[src/rtl/spi_eng_pkg.sv]
package spi_eng_pkg;

    typedef enum logic [1:0] {
        ST_IDLE = 2'd0,
        ST_LEAD = 2'd1,
        ST_HIGH = 2'd2,
        ST_LOW  = 2'd3
    } seq_state_t;

    localparam logic ADDR_STATUS = 1'b0;
    localparam logic ADDR_DATA   = 1'b1;

endpackage

[src/rtl/spi_seq_fsm.sv]
module spi_seq_fsm
    import spi_eng_pkg::*;
#(
    parameter int HALF_CLKS = 2,
    parameter int NBITS     = 8
) (
    input  logic clk,
    input  logic rst_n,
    input  logic start,
    output logic sck,
    output logic ss_n,
    output logic busy,
    output logic sample_en,
    output logic shift_en,
    output logic finish
);

    localparam int HCW = (HALF_CLKS > 1) ? $clog2(HALF_CLKS) : 1;
    localparam int BCW = (NBITS > 1) ? $clog2(NBITS) : 1;
    localparam logic [HCW-1:0] HALF_LAST = HCW'(HALF_CLKS - 1);
    localparam logic [BCW-1:0] BIT_LAST  = BCW'(NBITS - 1);

    seq_state_t state, state_n;
    logic [HCW-1:0] hcnt;
    logic [BCW-1:0] bcnt;
    logic half_end;
    logic last_bit;

    assign half_end = (hcnt == HALF_LAST);
    assign last_bit = (bcnt == BIT_LAST);

    // next-state logic
    always_comb begin
        state_n = state;
        unique case (state)
            ST_IDLE: if (start)    state_n = ST_LEAD;
            ST_LEAD: if (half_end) state_n = ST_HIGH;
            ST_HIGH: if (half_end) state_n = last_bit ? ST_IDLE : ST_LOW;
            ST_LOW:  if (half_end) state_n = ST_HIGH;
            default: state_n = ST_IDLE;
        endcase
    end

    // state register
    always_ff @(posedge clk or negedge rst_n) begin
        if (!rst_n) state <= ST_IDLE;
        else        state <= state_n;
    end

    // half-period and bit counters
    always_ff @(posedge clk or negedge rst_n) begin
        if (!rst_n) begin
            hcnt <= '0;
            bcnt <= '0;
        end else begin
            if (state == ST_IDLE || state_n != state) hcnt <= '0;
            else                                      hcnt <= hcnt + 1'b1;
            if (state == ST_IDLE)                          bcnt <= '0;
            else if (state == ST_HIGH && state_n == ST_LOW) bcnt <= bcnt + 1'b1;
        end
    end

    // registered pin outputs
    always_ff @(posedge clk or negedge rst_n) begin
        if (!rst_n) begin
            sck  <= 1'b0;
            ss_n <= 1'b1;
        end else begin
            sck  <= (state_n == ST_HIGH);
            ss_n <= (state_n == ST_IDLE);
        end
    end

    // strobes to the datapath
    always_comb begin
        busy      = (state != ST_IDLE);
        sample_en = (state == ST_LEAD || state == ST_LOW) && half_end;
        shift_en  = (state == ST_HIGH) && half_end;
        finish    = (state == ST_HIGH) && half_end && last_bit;
    end

    p_ss_tracks_busy_r5: assert property (@(posedge clk) disable iff (!rst_n)
        ss_n == !busy);
    p_sck_idle_low_r5: assert property (@(posedge clk) disable iff (!rst_n)
        !busy |-> !sck);
    p_sck_pulse_width_r5: assert property (@(posedge clk) disable iff (!rst_n)
        $rose(sck) |=> sck);
    p_start_idle_only_r2: assert property (@(posedge clk) disable iff (!rst_n)
        (start && !busy) |=> busy);

endmodule

[src/rtl/spi_shift_reg.sv]
module spi_shift_reg #(
    parameter int NBITS = 8
) (
    input  logic             clk,
    input  logic             rst_n,
    input  logic             load,
    input  logic [NBITS-1:0] load_data,
    input  logic             sample_en,
    input  logic             shift_en,
    input  logic             miso,
    output logic             mosi,
    output logic [NBITS-1:0] rx_word
);

    logic [NBITS-1:0] shreg;
    logic             samp;

    always_ff @(posedge clk or negedge rst_n) begin
        if (!rst_n) begin
            shreg <= '0;
            samp  <= 1'b0;
        end else begin
            if (sample_en) samp <= miso;
            if (load)          shreg <= load_data;
            else if (shift_en) shreg <= {shreg[NBITS-2:0], samp};
        end
    end

    assign mosi    = shreg[NBITS-1];
    assign rx_word = {shreg[NBITS-2:0], samp};

    p_mosi_steady_r3: assert property (@(posedge clk) disable iff (!rst_n)
        (!load && !shift_en) |=> $stable(mosi));

endmodule

[src/rtl/spi_flag_unit.sv]
module spi_flag_unit #(
    parameter int NBITS = 8
) (
    input  logic             clk,
    input  logic             rst_n,
    input  logic             finish,
    input  logic [NBITS-1:0] rx_word,
    input  logic             stat_rd,
    input  logic             data_acc,
    input  logic             data_wr_busy,
    output logic             done,
    output logic             wcol,
    output logic [NBITS-1:0] rx_buf
);

    logic arm_done;
    logic arm_wcol;

    always_ff @(posedge clk or negedge rst_n) begin
        if (!rst_n) begin
            done     <= 1'b0;
            wcol     <= 1'b0;
            arm_done <= 1'b0;
            arm_wcol <= 1'b0;
            rx_buf   <= '0;
        end else begin
            if (finish)                    done <= 1'b1;
            else if (data_acc && arm_done) done <= 1'b0;

            if (data_wr_busy)              wcol <= 1'b1;
            else if (data_acc && arm_wcol) wcol <= 1'b0;

            if (data_acc) begin
                arm_done <= 1'b0;
                arm_wcol <= 1'b0;
            end else if (stat_rd) begin
                arm_done <= done;
                arm_wcol <= wcol;
            end

            if (finish && !done) rx_buf <= rx_word;
        end
    end

    p_rx_hold_r8: assert property (@(posedge clk) disable iff (!rst_n)
        done |=> $stable(rx_buf));
    p_wcol_set_r7: assert property (@(posedge clk) disable iff (!rst_n)
        data_wr_busy |=> wcol);
    p_clear_needs_arm_r9: assert property (@(posedge clk) disable iff (!rst_n)
        (done && !arm_done) |=> done);

endmodule

[src/rtl/spi_byte_engine.sv]
module spi_byte_engine
    import spi_eng_pkg::*;
#(
    parameter int DATA_W    = 8,
    parameter int HALF_CLKS = 2
) (
    input  logic              clk,
    input  logic              rst_n,
    input  logic              bus_en,
    input  logic              bus_we,
    input  logic              bus_addr,
    input  logic [DATA_W-1:0] bus_wdata,
    output logic [DATA_W-1:0] bus_rdata,
    output logic              sck,
    output logic              mosi,
    input  logic              miso,
    output logic              ss_n,
    output logic              busy,
    output logic              done_flag,
    output logic              wcol_flag
);

    localparam int STAT_DONE = DATA_W - 1;
    localparam int STAT_WCOL = DATA_W - 2;
    localparam int STAT_BUSY = 0;

    logic data_sel, start, data_wr_busy, stat_rd, data_acc;
    logic sample_en, shift_en, finish;
    logic [DATA_W-1:0] rx_word, rx_buf, status;

    assign data_sel     = bus_en && (bus_addr == ADDR_DATA);
    assign start        = data_sel && bus_we && !busy;
    assign data_wr_busy = data_sel && bus_we && busy;
    assign data_acc     = data_sel;
    assign stat_rd      = bus_en && !bus_we && (bus_addr == ADDR_STATUS);

    spi_seq_fsm #(.HALF_CLKS(HALF_CLKS), .NBITS(DATA_W)) seq_i (
        .clk(clk), .rst_n(rst_n), .start(start),
        .sck(sck), .ss_n(ss_n), .busy(busy),
        .sample_en(sample_en), .shift_en(shift_en), .finish(finish)
    );

    spi_shift_reg #(.NBITS(DATA_W)) shf_i (
        .clk(clk), .rst_n(rst_n), .load(start), .load_data(bus_wdata),
        .sample_en(sample_en), .shift_en(shift_en), .miso(miso),
        .mosi(mosi), .rx_word(rx_word)
    );

    spi_flag_unit #(.NBITS(DATA_W)) flg_i (
        .clk(clk), .rst_n(rst_n), .finish(finish), .rx_word(rx_word),
        .stat_rd(stat_rd), .data_acc(data_acc), .data_wr_busy(data_wr_busy),
        .done(done_flag), .wcol(wcol_flag), .rx_buf(rx_buf)
    );

    always_comb begin
        status            = '0;
        status[STAT_DONE] = done_flag;
        status[STAT_WCOL] = wcol_flag;
        status[STAT_BUSY] = busy;
        bus_rdata = (bus_addr == ADDR_DATA) ? rx_buf : status;
    end

    p_done_ends_busy_r6: assert property (@(posedge clk) disable iff (!rst_n)
        $rose(done_flag) |-> $fell(busy));

endmodule

[config.mk]
export PLATFORM = sky130hd
export DESIGN_NAME = spi_byte_engine
export DESIGN_NICKNAME = d
export VERILOG_FILES = /design/src/rtl/spi_eng_pkg.sv /design/src/rtl/spi_seq_fsm.sv /design/src/rtl/spi_shift_reg.sv /design/src/rtl/spi_flag_unit.sv /design/src/rtl/spi_byte_engine.sv
export SDC_FILE = /design/constraint.sdc
export NUM_CORES = 1
export LEC_CHECK = 0
export BUFFER_PORTS_ARGS = -buffer_cell sky130_fd_sc_hd__buf_2
export CORE_MARGIN = 2
export CORE_UTILIZATION = 45
export DETAILED_ROUTE_END_ITERATION = 12
export PLACE_DENSITY = 0.71
export SYNTH_ARGS = -nofsm -noshare
export SYNTH_HDL_FRONTEND = slang
export SYNTH_SLANG_ARGS = --single-unit
[constraint.sdc]
create_clock -name clk -period 1.35 [get_ports clk]
set_input_delay 0.0675 -clock clk [delete_from_list [all_inputs] [get_ports clk]]
set_output_delay 0.0675 -clock clk [all_outputs]
set_load 0.03 [all_outputs]
Word-level counts from Yosys, hierarchy flattened

Cells that the tools add are included.
Widths: inputs -> output; s select.

Bits in registers: 29
Input port bits: 14
Output and inout bits: 14
Logic and storage cells: 68

Add/sub/neg operators: 2
Equal/unequal tests: 7
Multiplexer cells: 19
Bitwise logic cells: 1
Reduce and logical (&&, ||, !) cells: 27

Operator list:

| kind                | count |
|---|---|
| $mux 8              | 3 |
| $logic_and 1x1->1   | 13 |
| $reduce_bool 2->1   | 6 |
| $mux 1              | 9 |
| $eq 2x2->1 const B  | 4 |
| $mux 2              | 4 |
| $mux 3              | 2 |
| $pmux 2 s3          | 1 |
| $logic_not 2->1     | 2 |
| $add 3x1->3 const B | 1 |
| $eq 3x3->1 const B  | 1 |
| $logic_not 1->1     | 3 |
| $eq 2x1->1 const B  | 1 |
| $logic_or 1x1->1    | 2 |
| $ne 2x2->1          | 1 |
| $reduce_or 2->1     | 1 |
| $add 1x1->1 const B | 1 |
| $not 1->1           | 1 |

Depth between registers and ports, before layout

Gate-level depths: netlist of the first run.

Depth after elaboration: 9
Gate-level depth with buffers: 5
Gate-level depth less buffers: 5

Modules after synthesis

Synthesis of the first run repeated with hierarchy kept, for this count alone.

Cell total of the unflattened synthesis: 120
Area total of the unflattened synthesis: 1437.6 um^2

By module, submodules not included:

| module          | instances | cells each | area an instance (um^2) | seq. area each (um^2) |
|---|---|---|---|---|
| spi_flag_unit   | 1         | 30         | 491.7                   | 300.3 |
| spi_seq_fsm     | 1         | 40         | 416.6                   | 201.4 |
| spi_shift_reg   | 1         | 37         | 416.6                   | 225.2 |
| spi_byte_engine | 1         | 13         | 112.6                   | 0.0 |

Worst setup path before layout of the first run

Ideal clock, no wire load.

Path kind: register to register
From: register seq_i.bcnt[0]
To: register flg_i.rx_buf[0]
Library setup time: 125 ps
Data arrival time: 1393 ps
Required time: 1225 ps
Path slack: -167 ps
Cell stages (with the launch flop): 6
Path buffers: 0
Clock period less this slack: 1517 ps
Cell sequence: dfrtp_1 > ha_1 > ha_1 > nand4b_4 > nor2_4 > mux2_2

Longest elaborated chain between the ends: 3

Ends and longest elaborated chain:

| element                | RTL line            | RTL |
|---|---|---|
| start, declared        | spi_seq_fsm.sv:25   | `logic [BCW-1:0] bcnt;` |
| start signal, assigned | spi_seq_fsm.sv:59   | `else if (state == ST_HIGH && state_n == ST_LOW) bcnt <= bcnt + 1'b1;` |
| $eq 3x3->1             | spi_seq_fsm.sv:30   | `assign last_bit = (bcnt == BIT_LAST);` |
| $logic_and 1x1->1      | spi_seq_fsm.sv:79   | `finish = (state == ST_HIGH) && half_end && last_bit;` |
| $logic_and 1x1->1      | spi_flag_unit.sv:41 | `if (finish && !done) rx_buf <= rx_word;` |
| end signal, assigned   | spi_flag_unit.sv:41 |  |
| end, declared          | spi_flag_unit.sv:13 | `output logic [NBITS-1:0] rx_buf` |

Every way passes these cells.
A chain may end at the register's enable or synchronous reset.

Worst setup path in the final report of the first run

From: register seq_i.bcnt[1]
To: register flg_i.rx_buf[0]

Same word-level chain as after synthesis.

==> impl_results.md, run 1 <==
* CP Class: reg -> reg
* Vias in the first global route at between 1000 and 1500
* Endpoints failing hold at 0
* Worst R2R End: flg_i.rx_buf[0]
* Slew margin rel. at between 50% and 60%
* Synth cell types at 30
* Mean Syn Cell Area at 12.0 um2
* I/O Pins at 28
* Core area at between 2000 and 3000 um2
* CP Data Arrival Time at 1710 ps
* Max-cap violation count at 0
* Leakage at 0.980 nW
* FILL cells at about 200
* Residual DRC at 0
* Root buf cell: clkbuf_4
* Worst-Skew Late Latency at 330 ps
* Tcrit/Tclk final at 111%
* Count of final setup violators at 13
* Num rows at 19
* DRT iter0 DRCs at 59
* Sum Neg Setup Slack at -1540 ps
* Setup Skew at 5.17 ps
* Synthesis-to-layout area growth at 48.7%
* TritonRoute pass-1 iters at 4
* Comb pwr share at approximately half
* Share of cells above drive strength 1 at between 50% and 60%
* Period minus WS final at around 1500 ps
* Slew Limit Fails at 0
* Largest net degree at the start of global routing at 30
* Die height at between 50 and 60 um
* Cells after Synth at ~110
* Slowest CP cell: dfrtp_1
* Die Area at 3480 um2
* Placer congestion estimate at between 0.7 and 0.8
* Top FF cell, synth: dfrtp_1
* Slew @ Worst Pin at between 600 and 700 ps
* Global-route wire length before repair at 5240 um
* Crit-path max FO at 8
* CTS Buffer Depth at 2
* Hold Path Class: in -> reg
* Drt total wl at 3380 um
* Post-DP HPWL at approximately 2100 um
* P per Cell Area at about 2300 nW/um2
* Post-synth net total at 129
* Commonest non-fill, non-tap cell in the layout: dfrtp_1
* RSZ-0062 raised after global routing: true
* Crit path launch type: flip-flop
* CTS tree: built
* Initial antenna violation count at 0
* Worst reg2reg path depth at 6
* PortBufs at 27
* Hold depth at 3
* Avg Vias per Cell at roughly 5.6
* Crit path capture type: flip-flop
* EDFF count, synth at 0
* Switching Power at about 0.0017 W
* Pint at 0.00289 W
* Cell area after synthesis at between 1000 and 1500 um2
* Clock share of power at about 16%
* Min-Delay Startpoint: bus_wdata[0]
* Num CTS Buffers at 5
* Vias post-DR at between 1000 and 1500
* Max incr delay on CP at approximately 400 ps
* Wire length per cell at 16.2 um
* R2r setup slk at -150 ps
* Die width at 59 um
* Worst path cell trace: ha_4, ha_4, nand4b_4, nor2_4, buf_12, mux2_4
* Sw frac at between 30% and 40%
* Clock slew at reported path FFs at roughly 90 ps
* Critical path required time at between 1500 and 2000 ps
* Place WS at -260 ps
* Gr usage total at about a fifth
* Initial Util at roughly half
* Worst Hold Endpoint: shf_i.shreg[0]
* Diode count at 0
* Flop pwr share at 34.3%
* Max IR drop VDD at ~1.6 mV
* Htree depth at 2
* Synth Register Bits at 29
* Crit-path most repeated cell: ha_4
* Synth warn at 0
* FMAX at about 670 MHz
* Post-route ant nets at 0
* Most frequent cells in the layout: dfrtp_1 (26), buf_2 (25), buf_4 (17)
* Post-synthesis sequential area ratio at a little over half
* Final worst slack at -148 ps
* R2r startpoint: seq_i.bcnt[1]
* Async SR Flop Fraction at between 90% and 100%
* Sink Count at 29
* Nets at 193
* Total gr overflow at 0
* Pwr Total at 0.00457 W
* Failing checks: negative setup slack
* Status: finished, violations left
## repair_timing
item | 4_1_cts | 5_1_grt
setup buffers | 7 | 3
resized for setup | 31 | 9
hold buffers | 10 | 0
pin swaps | 14 | 10
setup endpoints to repair | 21 | 22
endpoints found under the hold margin | 38 | 0
gates cloned | 0 | 1
## flip-flops by register name, summed over array words and instances, names as in the netlist
register        cells
flg_i.rx_buf        8
shf_i.shreg         8
seq_i.bcnt          3
seq_i.state         2
flg_i.arm_done      1
flg_i.arm_wcol      1
flg_i.done          1
flg_i.wcol          1
seq_i.half_end      1
seq_i.sck           1
seq_i.ss_n          1
shf_i.samp          1
## layout make-up
class	count	area [um2]	share of cell area [%]
flip-flops and latches	29	729	36.0
multi-input cells	78	716	35.4
repair buffers	59	440	21.8
clock buffers	7	55.1	2.72
well taps	31	38.8	1.92
clock inverters	1	30.0	1.48
inverters	4	15.0	0.742
## worst max path at each step
stage	from	endpoint	slack, ps	cells past startpoint
6_report	seq_i.bcnt[1]	flg_i.rx_buf[0]	-150	6
5_1_grt	seq_i.bcnt[1]	seq_i.bcnt[0]	-220	6
3_3_place_gp	seq_i.bcnt[1]	flg_i.rx_buf[6]	-160	5
4_1_cts	seq_i.bcnt[0]	flg_i.rx_buf[1]	-140	6
2_1_floorplan	seq_i.bcnt[0]	flg_i.rx_buf[0]	-150	5
3_5_place_dp	seq_i.bcnt[1]	seq_i.bcnt[0]	-260	6
## cell usage after synthesis (2+ instances only)
cell type / instances / area share (%)
dfrtp_1: 28 / 51
nand3_1: 4 / 1.5
o21ai_0: 6 / 2.2
mux2_2: 11 / 9.1
nand2_1: 10 / 2.8
o22ai_1: 2 / 0.92
mux2i_1: 2 / 1.5
nor3b_1: 2 / 1.1
inv_1: 4 / 1.1
ha_1: 2 / 1.8
and2_2: 7 / 3.9
and2_1: 5 / 2.3
a22oi_1: 4 / 2.2
nor2_1: 4 / 1.1
a221o_1: 7 / 5.1
## per-stage QoR
stage | util, % | instances | instance area [um2] | hold WS (ps)
global route | 72.2 | 209 | 2020 | 47.0
global placement | 58.0 | 181 | 1630 | 125
detailed placement | 58.0 | 181 | 1630 | 127
floorplan | - | 113 | 1380 | -228
finish | 72.2 | 209 | 2020 | 45.4
CTS | 70.1 | 206 | 1970 | 5.74
## critical path, delay by kind of cell, from the launching register on
family                     cells  cell delay, ps
DFF                            1             400
adders and majority gates      2             310
muxes                          1             300
and+or+nand+nor                2             230
buffers and inverters          1             150
## cells by family (layout without fill, tap and decap cells)
family	count (synthesis)	count (layout)	synth area share, %
simple gates	40	41	18.5
flops	29	29	53.4
compound gates	21	21	12.3
mux	14	14	11.4
buf+inv	7	71	2.57
fa+ha+maj	2	2	1.84
## power groups by stage
| stage | clock network (W) | registers (W) | logic [W] |
|---|---|---|---|
| after floorplan | 0 | 0.00159 | 0.00105 |
| after global placement | 0 | 0.00151 | 0.00163 |
| after detailed placement | 0 | 0.00153 | 0.00168 |
| after CTS | 0.000762 | 0.00152 | 0.00212 |
| after global routing | 0.000812 | 0.00161 | 0.00243 |
| final | 0.000751 | 0.00157 | 0.00225 |
## layer usage
metal  vias up  global-route usage [%]  routed length (um)
li1        540                       -                   -
met4         0                    9.42                  74
met2        41                    33.3                1670
met3        10                    6.11                 153
met1       573                    25.4                1490
met5         -                       0                   0
Power figures use the tool's default switching activity.
==> inputs of run 2 (changes only) <==
Settings changed: CORE_MARGIN 2 to default.
==> run 2 against run 1 <==
The flow finishes with violations (design-rule violations, negative setup slack). Clock skew increased by 1.5 ps. Sequential power fell by 4%. Cell area is 4.9% lower. Combinational power is 9.3% lower. Global-route usage up 1.1 points. First-iteration DRC count decreased by 25%. Fmax is 5.1% lower. Routed wire length fell by 7.6%. Flip-flop and latch count stayed put. Power down 9.0%. Critical path type is now reg -> out. Critical endpoint is now bus_rdata[0]. Largest cell class unchanged. Highest routed layer unchanged.
==> impl_results.md, run 2 (synthesis results as in run 1) <==
* Status: finished, violations left
* Failing checks: design-rule violations, negative setup slack
* Nets at 188
* TritonRoute pass-1 iters at 8
* Total gr overflow at 0
* CP Data Arrival Time at between 1500 and 2000 ps
* Htree depth at 2
* Vias in the first global route at between 1000 and 1500
* Residual DRC at 4
* Crit path launch type: flip-flop
* Setup Skew at ~6.6 ps
* Hold slack at between 10 and 15 ps
* Post-route ant nets at 0
* Die width at 57 um
* Global-route wire length before repair at roughly 5300 um
* Crit-path max FO at 2
* Tcrit/Tclk final at 117%
* Area occupied by multi-input gates at between 600 and 700 um2
* Sw frac at between 30% and 40%
* Slew Limit Fails at 0
* Placed inst area at 1610 um2
* RSZ-0062 raised after global routing: true
* Synthesis-to-layout area growth at 41.4%
* Num rows at 19
* Largest net degree at the start of global routing at 30
* Post-route cell area at a little under 2000 um2
* CP Class: reg -> out
* Max-cap violation count at 0
* Die Area at 3250 um2
* Sum Neg Setup Slack at -2230 ps
* Initial antenna violation count at 0
* Switching Power at roughly 0.0016 W
* PortBufs at 27
* Max IR drop VDD at roughly 1.2 mV
* Most frequent cells in the layout: dfrtp_1 (28), buf_2 (25), buf_4 (13)
* Count of final setup violators at 21
* Clock share of power at ~15%
* CTS tree: built
* Wire length per cell at 15.3 um
* Pwr Total at 0.00416 W
* Crit path capture type: output pin
* Diode count at 0
* Worst-Skew Late Latency at 330 ps
* Critical path required time at between 1000 and 1500 ps
* Root buf cell: clkbuf_4
* Commonest non-fill, non-tap cell in the layout: dfrtp_1
* Initial Util at between 40% and 50%
* Share of cells above drive strength 1 at 49.1%
* CTS Buffer Depth at 2
* Slew @ Worst Pin at between 600 and 700 ps
* Avg Vias per Cell at about 5.4
* FILL cells at 215
* Die height at ~57 um
* Register area at 727 um2
* Endpoints failing hold at 0
* Top flop regs: flg_i.rx_buf (8), shf_i.shreg (8), seq_i.bcnt (3)
* Drt total wl at 3130 um
* P per Cell Area at between 2000 and 2500 nW/um2
* Comb pwr share at approximately half
* Pint at about 0.0026 W
* DRT iter0 DRCs at 44
* Placer congestion estimate at ~0.8
* Slew margin rel. at ~57%
* FMAX at ~630 MHz
* Clock slew at reported path FFs at 90 ps
* Core area at 2810 um2
* Leakage at approximately 0.94 nW
* Final worst slack at -228 ps
* I/O Pins at 28
* Hold Path Class: in -> reg
* Num CTS Buffers at 5
* Gr usage total at roughly 22%
* Period minus WS final at ~1600 ps
* Sink Count at 29
* Post-DP HPWL at just over 2000 um
* Flop pwr share at between 30 and 40%
* Vias post-DR at 1108
==> run 2: final timing paths <==
check | start | to | slack [ps] | depth (start not counted)
setup / recovery | seq_i.state[0] | bus_rdata[0] | -230 | 6
hold / removal | bus_en | flg_i.arm_wcol | 10 | 2
setup reg to reg | seq_i.bcnt[1] | flg_i.rx_buf[4] | -200 | 5
hold reg to reg | flg_i.rx_buf[1] | flg_i.rx_buf[1] | 490 | 1
max in group asynchronous | rst_n | flg_i.arm_done | 640 | 2
min in group asynchronous | rst_n | shf_i.shreg[3] | 290 | 2
==> run 2: area by class of cell <==
cell class                 count  share of cell area [%]
multi-input combinational     78                    35.4
timing repair buffer          54                    20.3
sequential                    29                    37.8
inverter                       4                   0.910
clock inverter                 1                   0.260
clock buffer                   7                    3.38
tap                           31                    2.02
==> run 2: repair_timing <==
| item | CTS | global route |
|---|---|---|
| pin swaps | 4 | 4 |
| gates resized for setup | 20 | 8 |
| buffers inserted | 5 | 2 |
| endpoints found under the hold margin | 37 | 0 |
| setup endpoints to repair | 21 | 23 |
| cloned | 1 | 0 |
| hold buffers | 10 | 0 |
==> run 2: per-layer routing <==
| layer | up-vias | track usage (%) | share of wire [%] |
|---|---|---|---|
| met4 | 0 | 9.06 | 1.6 |
| met5 | - | 0 | 0 |
| met3 | 6 | 6.35 | 3.9 |
| met1 | 548 | 23.7 | 41 |
| li1 | 530 | - | - |
| met2 | 24 | 39.2 | 54 |
==> run 2: through the flow <==
step / worst slack (ps) / utilization (%) / cells
finish: -228 / 68.6 / 204
global route: -290 / 68.6 / 204
CTS: -201 / 67.4 / 203
detailed placement: -322 / 57.5 / 179
global placement: -149 / 57.5 / 179
floorplan: -148 / - / 113
==> run 2: critical path: stages (launching register included) <==
cell	delay (ps)
dfrtp_1	410
buf_6	130
nor2_4	100
buf_6	110
inv_4	30
mux2_4	260
buf_6	140
==> run 2: power by group through the flow <==
stage,sequential (W),clock (W),combinational (W)
after floorplan,0.00159,0,0.00105
after global placement,0.00151,0,0.00160
after detailed placement,0.00153,0,0.00166
after CTS,0.00151,0.000618,0.00199
after global routing,0.00154,0.000661,0.00225
final,0.00151,0.000606,0.00204
==> inputs of run 3 (changes only) <==
Settings changed: SKIP_CTS_REPAIR_TIMING from default to 1.
==> run 3 against run 2 <==
The flow still finishes with violations (design-rule violations, negative setup slack). Die area unchanged. Clock power shrank 0.8%. Via count grew 1.1%. Global-route usage is 2.5 points lower. Critical path depth did not move. Cell area grew 2.3%.
==> impl_results.md, run 3 (synthesis results as in run 1) <==
* Core area at 2810 um2
* Tcrit/Tclk final at 116%
* Post-route ant nets at 0
* Drt total wl at 3270 um
* TritonRoute pass-1 iters at 8
* Pwr Total at 0.00432 W
* Die Area at between 3000 and 4000 um2
* FMAX at about 640 MHz
* Die width at 57 um
* Leakage at ~0.96 nW
* Largest net degree at the start of global routing at 30
* Max-cap violation count at 0
* PortBufs at 27
* Initial antenna violation count at 0
* Worst-Skew Late Latency at 320 ps
* CTS tree: built
* Slew Limit Fails at 0
* Vias in the first global route at about 1100
* Slew margin rel. at ~56%
* Failing checks: design-rule violations, negative setup slack
* Residual DRC at 4
* Htree depth at 2
* Placer congestion estimate at around 0.8
* Num CTS Buffers at 5
* Post-DP HPWL at around 2000 um
* Die height at around 57 um
* Most frequent cells in the layout: dfrtp_1 (27), buf_2 (26), buf_4 (17)
* Crit-path max FO at 4
* Period minus WS final at between 1500 and 2000 ps
* Crit path capture type: output pin
* Initial Util at 48.5%
* Status: finished, violations left
* Top flop regs: flg_i.rx_buf (8), shf_i.shreg (8), seq_i.bcnt (3)
* Diode count at 0
* Avg Vias per Cell at about 5.4
* Hold Path Class: in -> reg
* Final Instance Count excl. Fillers at between 200 and 250
* Share of cells above drive strength 1 at 51.4%
* DRT iter0 DRCs at between 60 and 70
* Root buf cell: clkbuf_4
* Clock slew at reported path FFs at approximately 90 ps
* Cells after DPL at ~180
* Slew @ Worst Pin at around 650 ps
* Final worst slack at -210 ps
* Max IR drop VDD at 1.16 mV
* Global-route wire length before repair at approximately 4700 um
* Wire length per cell at 15.7 um
* P per Cell Area at about 2200 nW/um2
* Critical path required time at 1280 ps
* CP Class: reg -> out
* Vias post-DR at 1120
* I/O Pins at 28
* CTS Buffer Depth at 2
* Num rows at 19
* Sink Count at 29
* Place WS at -322 ps
* RSZ-0062 raised after global routing: true
* Crit path launch type: flip-flop
* Synthesis-to-layout area growth at 44.6%
* Gr usage total at between 10% and 20%
* Count of final setup violators at 19
* Setup Skew at between 7 and 8 ps
* Endpoints failing hold at 0
* Nets at roughly 190
* CP Data Arrival Time at approximately 1500 ps
* Total gr overflow at 0
* Commonest non-fill, non-tap cell in the layout: dfrtp_1
## run 3: final timing paths
kind                                       from               to  slack (ps)  cells after the start
worst max-delay path             seq_i.state[0]     bus_rdata[0]        -210                      6
worst min-delay path               bus_wdata[0]   shf_i.shreg[0]           4                      3
worst max register to register    seq_i.bcnt[1]  flg_i.rx_buf[6]        -160                      6
worst min register to register  flg_i.rx_buf[1]  flg_i.rx_buf[1]         520                      1
max in group asynchronous                 rst_n       flg_i.done         590                      2
min in group asynchronous                 rst_n   shf_i.shreg[3]         300                      2
## run 3: metrics by stage
stage	cell area, um2	hold slack (ps)	utilization, %	setup TNS [ps]
CTS	1680	-233	60.0	-3760
global placement	1610	122	57.5	-1890
detailed placement	1610	130	57.5	-2950
finish	1970	4.44	70.2	-1940
floorplan	1380	-228	-	-1270
global route	1970	7.02	70.2	-3110
## run 3: report_power, final
part | leakage [nW] | internal, W | switching [W] | total [W]
registers | 0.361 | 0.00124 | 0.000289 | 0.00153
clock network | 0.0413 | 0.000302 | 0.000299 | 0.000601
logic | 0.560 | 0.00114 | 0.00104 | 0.00219
## run 3: critical path: stages, from the launching register on
cell     delay, ps
dfrtp_1        430
buf_6          140
nor2_4          70
buf_6          110
inv_2           30
mux2_4         260
buf_6          140
## run 3: area by class of cell
type,count,area (um2)
timing repair buffer,58,424
multi-input combinational,78,692
clock inverter,1,5.00
fill,203,837
inverter,4,15.0
clock buffer,7,65.1
tap,31,38.8
sequential,29,728
## run 3: routing by layer
layer	vias to the layer above	part of all wire (%)	GRT usage, %
met2	21	55	33.9
met4	0	0.58	8.36
met1	563	42	20.8
li1	534	-	-
met3	2	2.6	6.35
met5	-	0	0
